===== src/rtl/spi_eeprom_pkg.sv =====
package spi_eeprom_pkg;

  typedef enum logic [2:0] {
    OP_NONE, OP_WREN, OP_WRDI, OP_RDSR, OP_WRSR, OP_READ, OP_WRITE
  } op_e;

  typedef enum logic [2:0] {
    ST_CMD, ST_ADDR_HI, ST_ADDR_LO, ST_RDATA, ST_WDATA, ST_WSR, ST_STAT, ST_IGNORE
  } st_e;

  // instruction decode; bit 3 of the byte is not passed in (don't care)
  function automatic op_e decode_op(input logic [3:0] hi, input logic [2:0] lo);
    if (hi != 4'd0) return OP_NONE;
    case (lo)
      3'b110:  return OP_WREN;
      3'b100:  return OP_WRDI;
      3'b101:  return OP_RDSR;
      3'b001:  return OP_WRSR;
      3'b011:  return OP_READ;
      3'b010:  return OP_WRITE;
      default: return OP_NONE;
    endcase
  endfunction

  // array write protection by pin and by region
  function automatic logic wr_blocked(input int unsigned mem_bytes, input int unsigned addr,
                                      input logic [1:0] bp, input logic wpen, input logic wp_n);
    if (wpen && !wp_n) return 1'b1;
    case (bp)
      2'd0:    return 1'b0;
      2'd1:    return addr >= (mem_bytes - mem_bytes / 4);
      2'd2:    return addr >= (mem_bytes / 2);
      default: return 1'b1;
    endcase
  endfunction

  function automatic logic [7:0] status_word(input logic busy, input logic wpen,
                                             input logic [1:0] bp, input logic wel);
    if (busy) return 8'hFF;
    return {wpen, 3'b000, bp, wel, 1'b0};
  endfunction

endpackage


===== src/rtl/spi_byte_shifter.sv =====
module spi_byte_shifter (
  input  logic       clk,
  input  logic       rst_n,
  input  logic       sck,
  input  logic       cs_n,
  input  logic       mosi,
  input  logic [7:0] tx_byte,
  output logic       byte_done,
  output logic [7:0] rx_byte,
  output logic       on_boundary,
  output logic       cs_rise,
  output logic       cs_fall,
  output logic       miso
);
  logic       sck_q, cs_q;
  logic [2:0] bit_cnt;
  logic [6:0] rx_sh;
  logic [7:0] tx_sh;
  logic       sck_rise, sck_fall;

  assign sck_rise    = sck & ~sck_q & ~cs_n;
  assign sck_fall    = ~sck & sck_q & ~cs_n;
  assign cs_fall     = ~cs_n & cs_q;
  assign cs_rise     = cs_n & ~cs_q;
  assign byte_done   = sck_rise && (bit_cnt == 3'd7);
  assign rx_byte     = {rx_sh, mosi};
  assign on_boundary = (bit_cnt == 3'd0);
  assign miso        = ~cs_n & tx_sh[7];

  always_ff @(posedge clk or negedge rst_n) begin
    if (!rst_n) begin
      sck_q   <= 1'b0;
      cs_q    <= 1'b1;
      bit_cnt <= '0;
      rx_sh   <= '0;
      tx_sh   <= '0;
    end else begin
      sck_q <= sck;
      cs_q  <= cs_n;
      if (cs_fall) begin
        bit_cnt <= '0;
        tx_sh   <= '0;
      end else begin
        if (sck_rise) begin
          bit_cnt <= bit_cnt + 3'd1;
          rx_sh   <= {rx_sh[5:0], mosi};
        end
        if (sck_fall)
          tx_sh <= on_boundary ? tx_byte : {tx_sh[6:0], 1'b0};
      end
    end
  end
endmodule


===== src/rtl/write_cycle_timer.sv =====
module write_cycle_timer #(
  parameter int CYCLES = 1000
) (
  input  logic clk,
  input  logic rst_n,
  input  logic start,
  output logic busy,
  output logic done
);
  localparam int CNT_W = $clog2(CYCLES + 1);
  logic [CNT_W-1:0] cnt;

  assign busy = (cnt != '0);
  assign done = (cnt == CNT_W'(1));

  always_ff @(posedge clk or negedge rst_n) begin
    if (!rst_n)     cnt <= '0;
    else if (start) cnt <= CNT_W'(CYCLES);
    else if (busy)  cnt <= cnt - CNT_W'(1);
  end
endmodule


===== src/rtl/spi_eeprom_slave.sv =====
module spi_eeprom_slave
  import spi_eeprom_pkg::*;
#(
  parameter int MEM_BYTES    = 256,
  parameter int PAGE_BYTES   = 32,
  parameter int WRITE_CYCLES = 1000
) (
  input  logic clk,
  input  logic rst_n,
  input  logic sck,
  input  logic cs_n,
  input  logic mosi,
  input  logic wp_n,
  output logic miso
);
  localparam int ADDR_W  = $clog2(MEM_BYTES);
  localparam int PAGE_W  = $clog2(PAGE_BYTES);
  localparam int PBASE_W = ADDR_W - PAGE_W;

  logic             byte_done, on_boundary, cs_rise, cs_fall;
  logic [7:0]       rx_byte, tx_byte, status;
  logic             busy, cycle_start, cycle_end;
  logic             wr_ok, sr_ok;
  op_e              op;
  st_e              state;
  logic             is_read, wel, wpen, wsr_wpen, wsr_got;
  logic [1:0]       bp, wsr_bp;
  logic [7:0]       addr_hi;
  logic [ADDR_W-1:0] ptr;
  logic [PBASE_W-1:0] pbase;
  logic [PAGE_W-1:0]  poff;
  logic [7:0]       pbuf [PAGE_BYTES];
  logic [PAGE_BYTES-1:0] pmask;
  logic [7:0]       mem  [MEM_BYTES];

  spi_byte_shifter u_shift (
    .clk(clk), .rst_n(rst_n), .sck(sck), .cs_n(cs_n), .mosi(mosi),
    .tx_byte(tx_byte), .byte_done(byte_done), .rx_byte(rx_byte),
    .on_boundary(on_boundary), .cs_rise(cs_rise), .cs_fall(cs_fall), .miso(miso)
  );

  write_cycle_timer #(.CYCLES(WRITE_CYCLES)) u_timer (
    .clk(clk), .rst_n(rst_n), .start(cycle_start), .busy(busy), .done(cycle_end)
  );

  assign op     = decode_op(rx_byte[7:4], rx_byte[2:0]);
  assign status = status_word(busy, wpen, bp, wel);

  always_comb begin
    case (state)
      ST_STAT:  tx_byte = status;
      ST_RDATA: tx_byte = mem[ptr];
      default:  tx_byte = 8'h00;
    endcase
  end

  assign wr_ok = (state == ST_WDATA) && (|pmask) &&
                 !wr_blocked(MEM_BYTES, 32'({pbase, {PAGE_W{1'b0}}}), bp, wpen, wp_n);
  assign sr_ok = (state == ST_WSR) && wsr_got;
  assign cycle_start = cs_rise && on_boundary && !busy && wel && (wr_ok || sr_ok);

  always_ff @(posedge clk or negedge rst_n) begin
    if (!rst_n) begin
      state    <= ST_IGNORE;
      is_read  <= 1'b0;
      wel      <= 1'b0;
      wpen     <= 1'b0;
      bp       <= '0;
      wsr_wpen <= 1'b0;
      wsr_bp   <= '0;
      wsr_got  <= 1'b0;
      addr_hi  <= '0;
      ptr      <= '0;
      pbase    <= '0;
      poff     <= '0;
      pmask    <= '0;
      for (int i = 0; i < PAGE_BYTES; i++) pbuf[i] <= '0;
      for (int i = 0; i < MEM_BYTES; i++)  mem[i]  <= '0;
    end else begin
      if (cycle_start) begin
        if (state == ST_WSR) begin
          wpen <= wsr_wpen;
          bp   <= wsr_bp;
        end else begin
          for (int i = 0; i < PAGE_BYTES; i++)
            if (pmask[i]) mem[{pbase, PAGE_W'(i)}] <= pbuf[i];
        end
      end
      if (cycle_end) wel <= 1'b0;
      if (cs_fall) begin
        state   <= ST_CMD;
        pmask   <= '0;
        wsr_got <= 1'b0;
      end else if (byte_done) begin
        case (state)
          ST_CMD: begin
            if (busy && op != OP_RDSR) state <= ST_IGNORE;
            else begin
              case (op)
                OP_WREN:  begin wel <= 1'b1; state <= ST_IGNORE; end
                OP_WRDI:  begin wel <= 1'b0; state <= ST_IGNORE; end
                OP_RDSR:  state <= ST_STAT;
                OP_WRSR:  state <= ST_WSR;
                OP_READ:  begin is_read <= 1'b1; state <= ST_ADDR_HI; end
                OP_WRITE: begin is_read <= 1'b0; state <= ST_ADDR_HI; end
                default:  state <= ST_IGNORE;
              endcase
            end
          end
          ST_ADDR_HI: begin
            addr_hi <= rx_byte;
            state   <= ST_ADDR_LO;
          end
          ST_ADDR_LO: begin
            if (is_read) begin
              ptr   <= ADDR_W'({addr_hi, rx_byte});
              state <= ST_RDATA;
            end else begin
              pbase <= PBASE_W'({addr_hi, rx_byte} >> PAGE_W);
              poff  <= PAGE_W'({addr_hi, rx_byte});
              state <= ST_WDATA;
            end
          end
          ST_RDATA: ptr <= ptr + ADDR_W'(1);
          ST_WDATA: begin
            pbuf[poff]  <= rx_byte;
            pmask[poff] <= 1'b1;
            poff        <= poff + PAGE_W'(1);
          end
          ST_WSR: begin
            wsr_wpen <= rx_byte[7];
            wsr_bp   <= rx_byte[3:2];
            wsr_got  <= 1'b1;
          end
          default: ;
        endcase
      end
    end
  end
endmodule


===== config.mk =====
export PLATFORM = sky130hd
export DESIGN_NAME = spi_eeprom_slave
export DESIGN_NICKNAME = d
export VERILOG_FILES = /design/src/rtl/spi_eeprom_pkg.sv /design/src/rtl/spi_byte_shifter.sv /design/src/rtl/write_cycle_timer.sv /design/src/rtl/spi_eeprom_slave.sv
export SDC_FILE = /design/constraint.sdc
export NUM_CORES = 2
export LEC_CHECK = 0
export BUFFER_PORTS_ARGS = -buffer_cell sky130_fd_sc_hd__buf_2
export CAP_MARGIN = 40
export CORE_MARGIN = 5
export CORE_UTILIZATION = 41
export CTS_BUF_LIST = sky130_fd_sc_hd__clkbuf_8
export DETAILED_ROUTE_END_ITERATION = 10
export PLACE_DENSITY = 0.53
export RECOVER_POWER = 25
export SETUP_SLACK_MARGIN = 0.02
export SLEW_MARGIN = 40
export SYNTH_ARGS = -nofsm -noshare
export SYNTH_HDL_FRONTEND = slang
export SYNTH_SLANG_ARGS = --single-unit

===== constraint.sdc =====
create_clock -name clk -period 3.1 [get_ports clk]
set_clock_uncertainty 0.2 [all_clocks]
set_input_delay 0.31 -clock clk [delete_from_list [all_inputs] [get_ports clk]]
set_output_delay 0.31 -clock clk [all_outputs]
set_load 0.03 [all_outputs]

==> flow_metrics.py <==
metrics = {
    "worst_setup_path": {
        "max_stage_delay_ps": 570,
        "r2r_slack_ps": -350,
        "crit_required_ps": 3870,
        "path_buf_inv": 5,
        "worstSetupStartpoint": "u_timer.cnt[5]$_DFFE_PN0P_",
        "cp-endpoint": "mem[1814]$_DFFE_PN0P_",
        "reg2reg_depth": 12,
        "rr_startpoint": "u_timer.cnt[5]$_DFFE_PN0P_",
        "cp-end-kind": "register",
        "critPathLaunchType": "register",
        "timing.critical_path.mode_cell": "buf_12",
        "crit_fanout": 8,
        "cp_slowest_cell": "or4_4",
        "path_delay_family": "simple AND/OR/NAND/NOR gates",
        "cp.arrival_ps": 4220,
        "crit_chain": "or4_4 > nor4_4 > nand2_2 > a211o_1 > buf_12 > nor4b_4 > buf_6 > buf_12 > buf_12 > nand2_8 > buf_12 > mux2_2",
        "crit_cells": 12,
        "crit_type": "register to register",
        "r2r-end": "mem[1814]$_DFFE_PN0P_",
    },
    "synth": {
        "synth_flop_cell": "dfrtp_1",
        "synth_area_um2": 107000,
        "yosys.cell_types.count": 80,
        "synthTopCellsByArea": "dfrtp_1 56%, mux2_2 19%, mux4_2 11%, mux2_4 3.4%, mux2_1 2.5%",
        "syn-num-nets": 6665,
        "ys_ff_latch": 2394,
        "ys_seq_area_share_pct": 55.8,
        "synth_area_per_cell_um2": 16.2,
        "synth-edff-count": 0,
        "synth_async_sr_flop_share_pct": 100,
        "yosysWarnings": 0,
        "synthCells": 6649,
        "yosys.area.top_type": "dfrtp_1",
        "yosysTopAreaCellShare_pct": 55.7,
    },
    "timing": {
        "drv_slew": 23,
        "fin_crit_ps": 3450,
        "setup_violations": 2731,
        "period_share_pct": 111,
        "setup_tns_ps": -440000,
        "setup_ws_ps": -351,
        "rsz0062_at_grt": "yes",
        "finalHoldViolations": 0,
        "slew_headroom_pct": -86.6,
        "timing.hold.ws_ps": 229,
        "worst_pin_slew_ps": 2800,
        "max_freq_ghz": 0.290,
    },
    "power_and_ir_drop": {
        "leakagePower_nw": 65.4,
        "power_frac_seq_pct": 50.3,
        "swShare_pct": 24.4,
        "irDropWorstVdd_mv": 0.328,
        "power_density_nw_per_um2": 470,
        "switchingPower_mw": 15.3,
        "p_clk_share_pct": 47.0,
        "p_int_mw": 47.3,
        "power_frac_comb_pct": 2.7,
    },
    "die": {
        "start_util_pct": 41.1,
        "core_um2": 262000,
        "ios": 7,
        "die_w_um": 522,
        "rows": 188,
        "die-area_um2": 272000,
        "dieHeight_um": 522,
    },
    "clocking": {
        "cts_buffers": 421,
        "cts_root_buf": "clkbuf_8",
        "cts_tree": "done",
        "clock_sinks": 2394,
        "clkSlewWorstSetupHoldPaths_ps": 60,
        "cts_max_level": 5,
        "clock_path_buffers": 4,
        "worst_skew_pair.late_latency_ps": 1090,
    },
    "layout": {
        "drive_above_1_share_pct": 56.8,
        "most-common-layout-cells": "2379 x dfrtp_1, 1841 x mux2_2, 640 x buf_4",
        "layout_commonest_cell": "dfrtp_1",
        "area_growth_syn_to_layout_pct": 23.9,
        "final_nets": 7859,
    },
    "global_routing": {
        "grt_max_degree": 100,
        "antenna_found_initial": 61,
        "grt_pass1_vias": 71572,
        "grt_usage_pct": 30.8,
        "grt_first_pass_wirelength_um": 589000,
        "gr-total-overflow": 0,
    },
    "placement": {
        "place_congestion": 1.02,
        "hpwl_um": 298000,
        "io_buffers": 6,
    },
    "detailed_routing": {
        "drt-initial-drc-count": 5893,
        "vias_per_cell": 5.92,
        "detail-route-antenna-nets": 0,
        "num_vias": 69105,
        "firstDrtPassIters": 5,
        "totalWireLength_um": 425000,
        "drc": 0,
        "wl_per_cell_um": 36.4,
    },
    "status": {
        "outcome": "finished, violations left",
        "violations": "capacitance limit, slew limit, setup timing",
    },
    "run": {
        "maxCapViolations": 1,
    },
    "min_path": {
        "hp-class": "primary input to register",
    },
}
## how the worst min path moves through the flow
stage,startpoint,to,slack [ps],cells after the start
floorplan,rst_n,bp[0]$_DFFE_PN0P_,-190,0
global route,wp_n,u_timer.cnt[7]$_DFFE_PN0P_,220,7
finish,wp_n,u_timer.cnt[7]$_DFFE_PN0P_,230,7
detailed placement,rst_n,mem[1982]$_DFFE_PN0P_,210,1
CTS,cs_n,u_shift.bit_cnt[2]$_DFFE_PN0P_,50,5
global placement,rst_n,mem[1982]$_DFFE_PN0P_,210,1
## through the flow
stage | instance area, um^2 | std cells | utilization (%) | worst slack (ps) | total power, mW
floorplan | 108000 | 6649 | - | -175 | 32.2
global placement | 121000 | 10796 | 46.3 | -714 | 33.7
detailed placement | 121000 | 10799 | 46.3 | -585 | 33.7
CTS | 131000 | 11608 | 50.2 | -317 | 63.2
global route | 133000 | 11667 | 50.9 | -404 | 64.7
finish | 133000 | 11683 | 50.9 | -351 | 62.6
## power groups by stage
| stage | registers (mW) | clock network (mW) | logic (mW) |
|---|---|---|---|
| 2_1_floorplan | 31.9 | 0 | 0.323 |
| 3_3_place_gp | 32.0 | 0 | 1.65 |
| 3_5_place_dp | 32.0 | 0 | 1.68 |
| 4_1_cts | 31.5 | 30.0 | 1.71 |
| 5_1_grt | 31.4 | 31.4 | 1.82 |
| 6_report | 31.5 | 29.4 | 1.69 |
## kinds of logic (layout without fill, tap and decap cells)
family                   after synthesis  in the layout  share of synthesized area, %
adder cells (fa/ha/maj)               10             10                         0.116
AO/OA/AOI/OAI                        351            351                          2.21
XOR/XNOR                               6              6                        0.0489
flip-flops                          2394           2394                          55.8
buffers and inverters                309           1808                          1.28
other                                  0             20                             0
AND/OR/NAND/NOR                      609            609                          3.21
multiplexers                        2970           2970                          37.4
## layout make-up
cell class	count	area (um^2)
diodes	20	50.0
clock buffers	535	7360
clock inverters	193	1040
fillers	22179	128000
inverters	15	61.3
multi-input cells	3946	47900
flip-flops and latches	2394	59900
well taps	3515	4400
repair buffers	1065	12400
## registers in the layout, indices dropped and copies added (netlist names), 5 cells and up
| signal | cells |
|---|---|
| pmask | 32 |
| u_shift.tx_sh | 8 |
| pbuf | 256 |
| u_timer.cnt | 10 |
| u_shift.rx_sh | 7 |
| mem | 2048 |
| ptr | 8 |
| poff | 5 |
## layer usage
metal	vias to the layer above	track usage, %	share of wire, %
met4	12	12.2	4.6
met3	721	5.75	6.9
met2	2501	47.4	46
met5	-	0	0.022
met1	38260	43.4	43
li1	27611	-	-
## cells in the mapped netlist, types with 20 or more instances
library cell,instances
a22oi_1,39
buf_1,51
nand2_1,314
clkbuf_1,145
nand2_4,30
buf_2,89
mux2_2,1846
mux2_1,240
mux2i_1,117
o22ai_1,42
nor3_1,20
dfrtp_1,2390
mux4_2,527
a21oi_1,63
nor2_1,87
nand2_8,30
nand3_1,22
o21ai_0,61
mux2_4,240
o21a_1,33
## worst reg2reg max path, cell delays in order (launching register included)
cell and delay, ps:
dfrtp_1 390, or4_4 570, nor4_4 210, nand2_2 90, a211o_1 340, buf_12 170
nor4b_4 290, buf_6 270, buf_12 220, buf_12 160, nand2_8 50, buf_12 150
mux2_2 270
## timing repair
action                      CTS  global route
hold buffers                  8             0
setup endpoints to repair  2103          2119
hold endpoints to repair   2442             0
gates cloned                 12             9
buffers inserted             62            59
pin swaps                    27            42
gates resized for setup     157           305
Power figures use the tool's default switching activity.
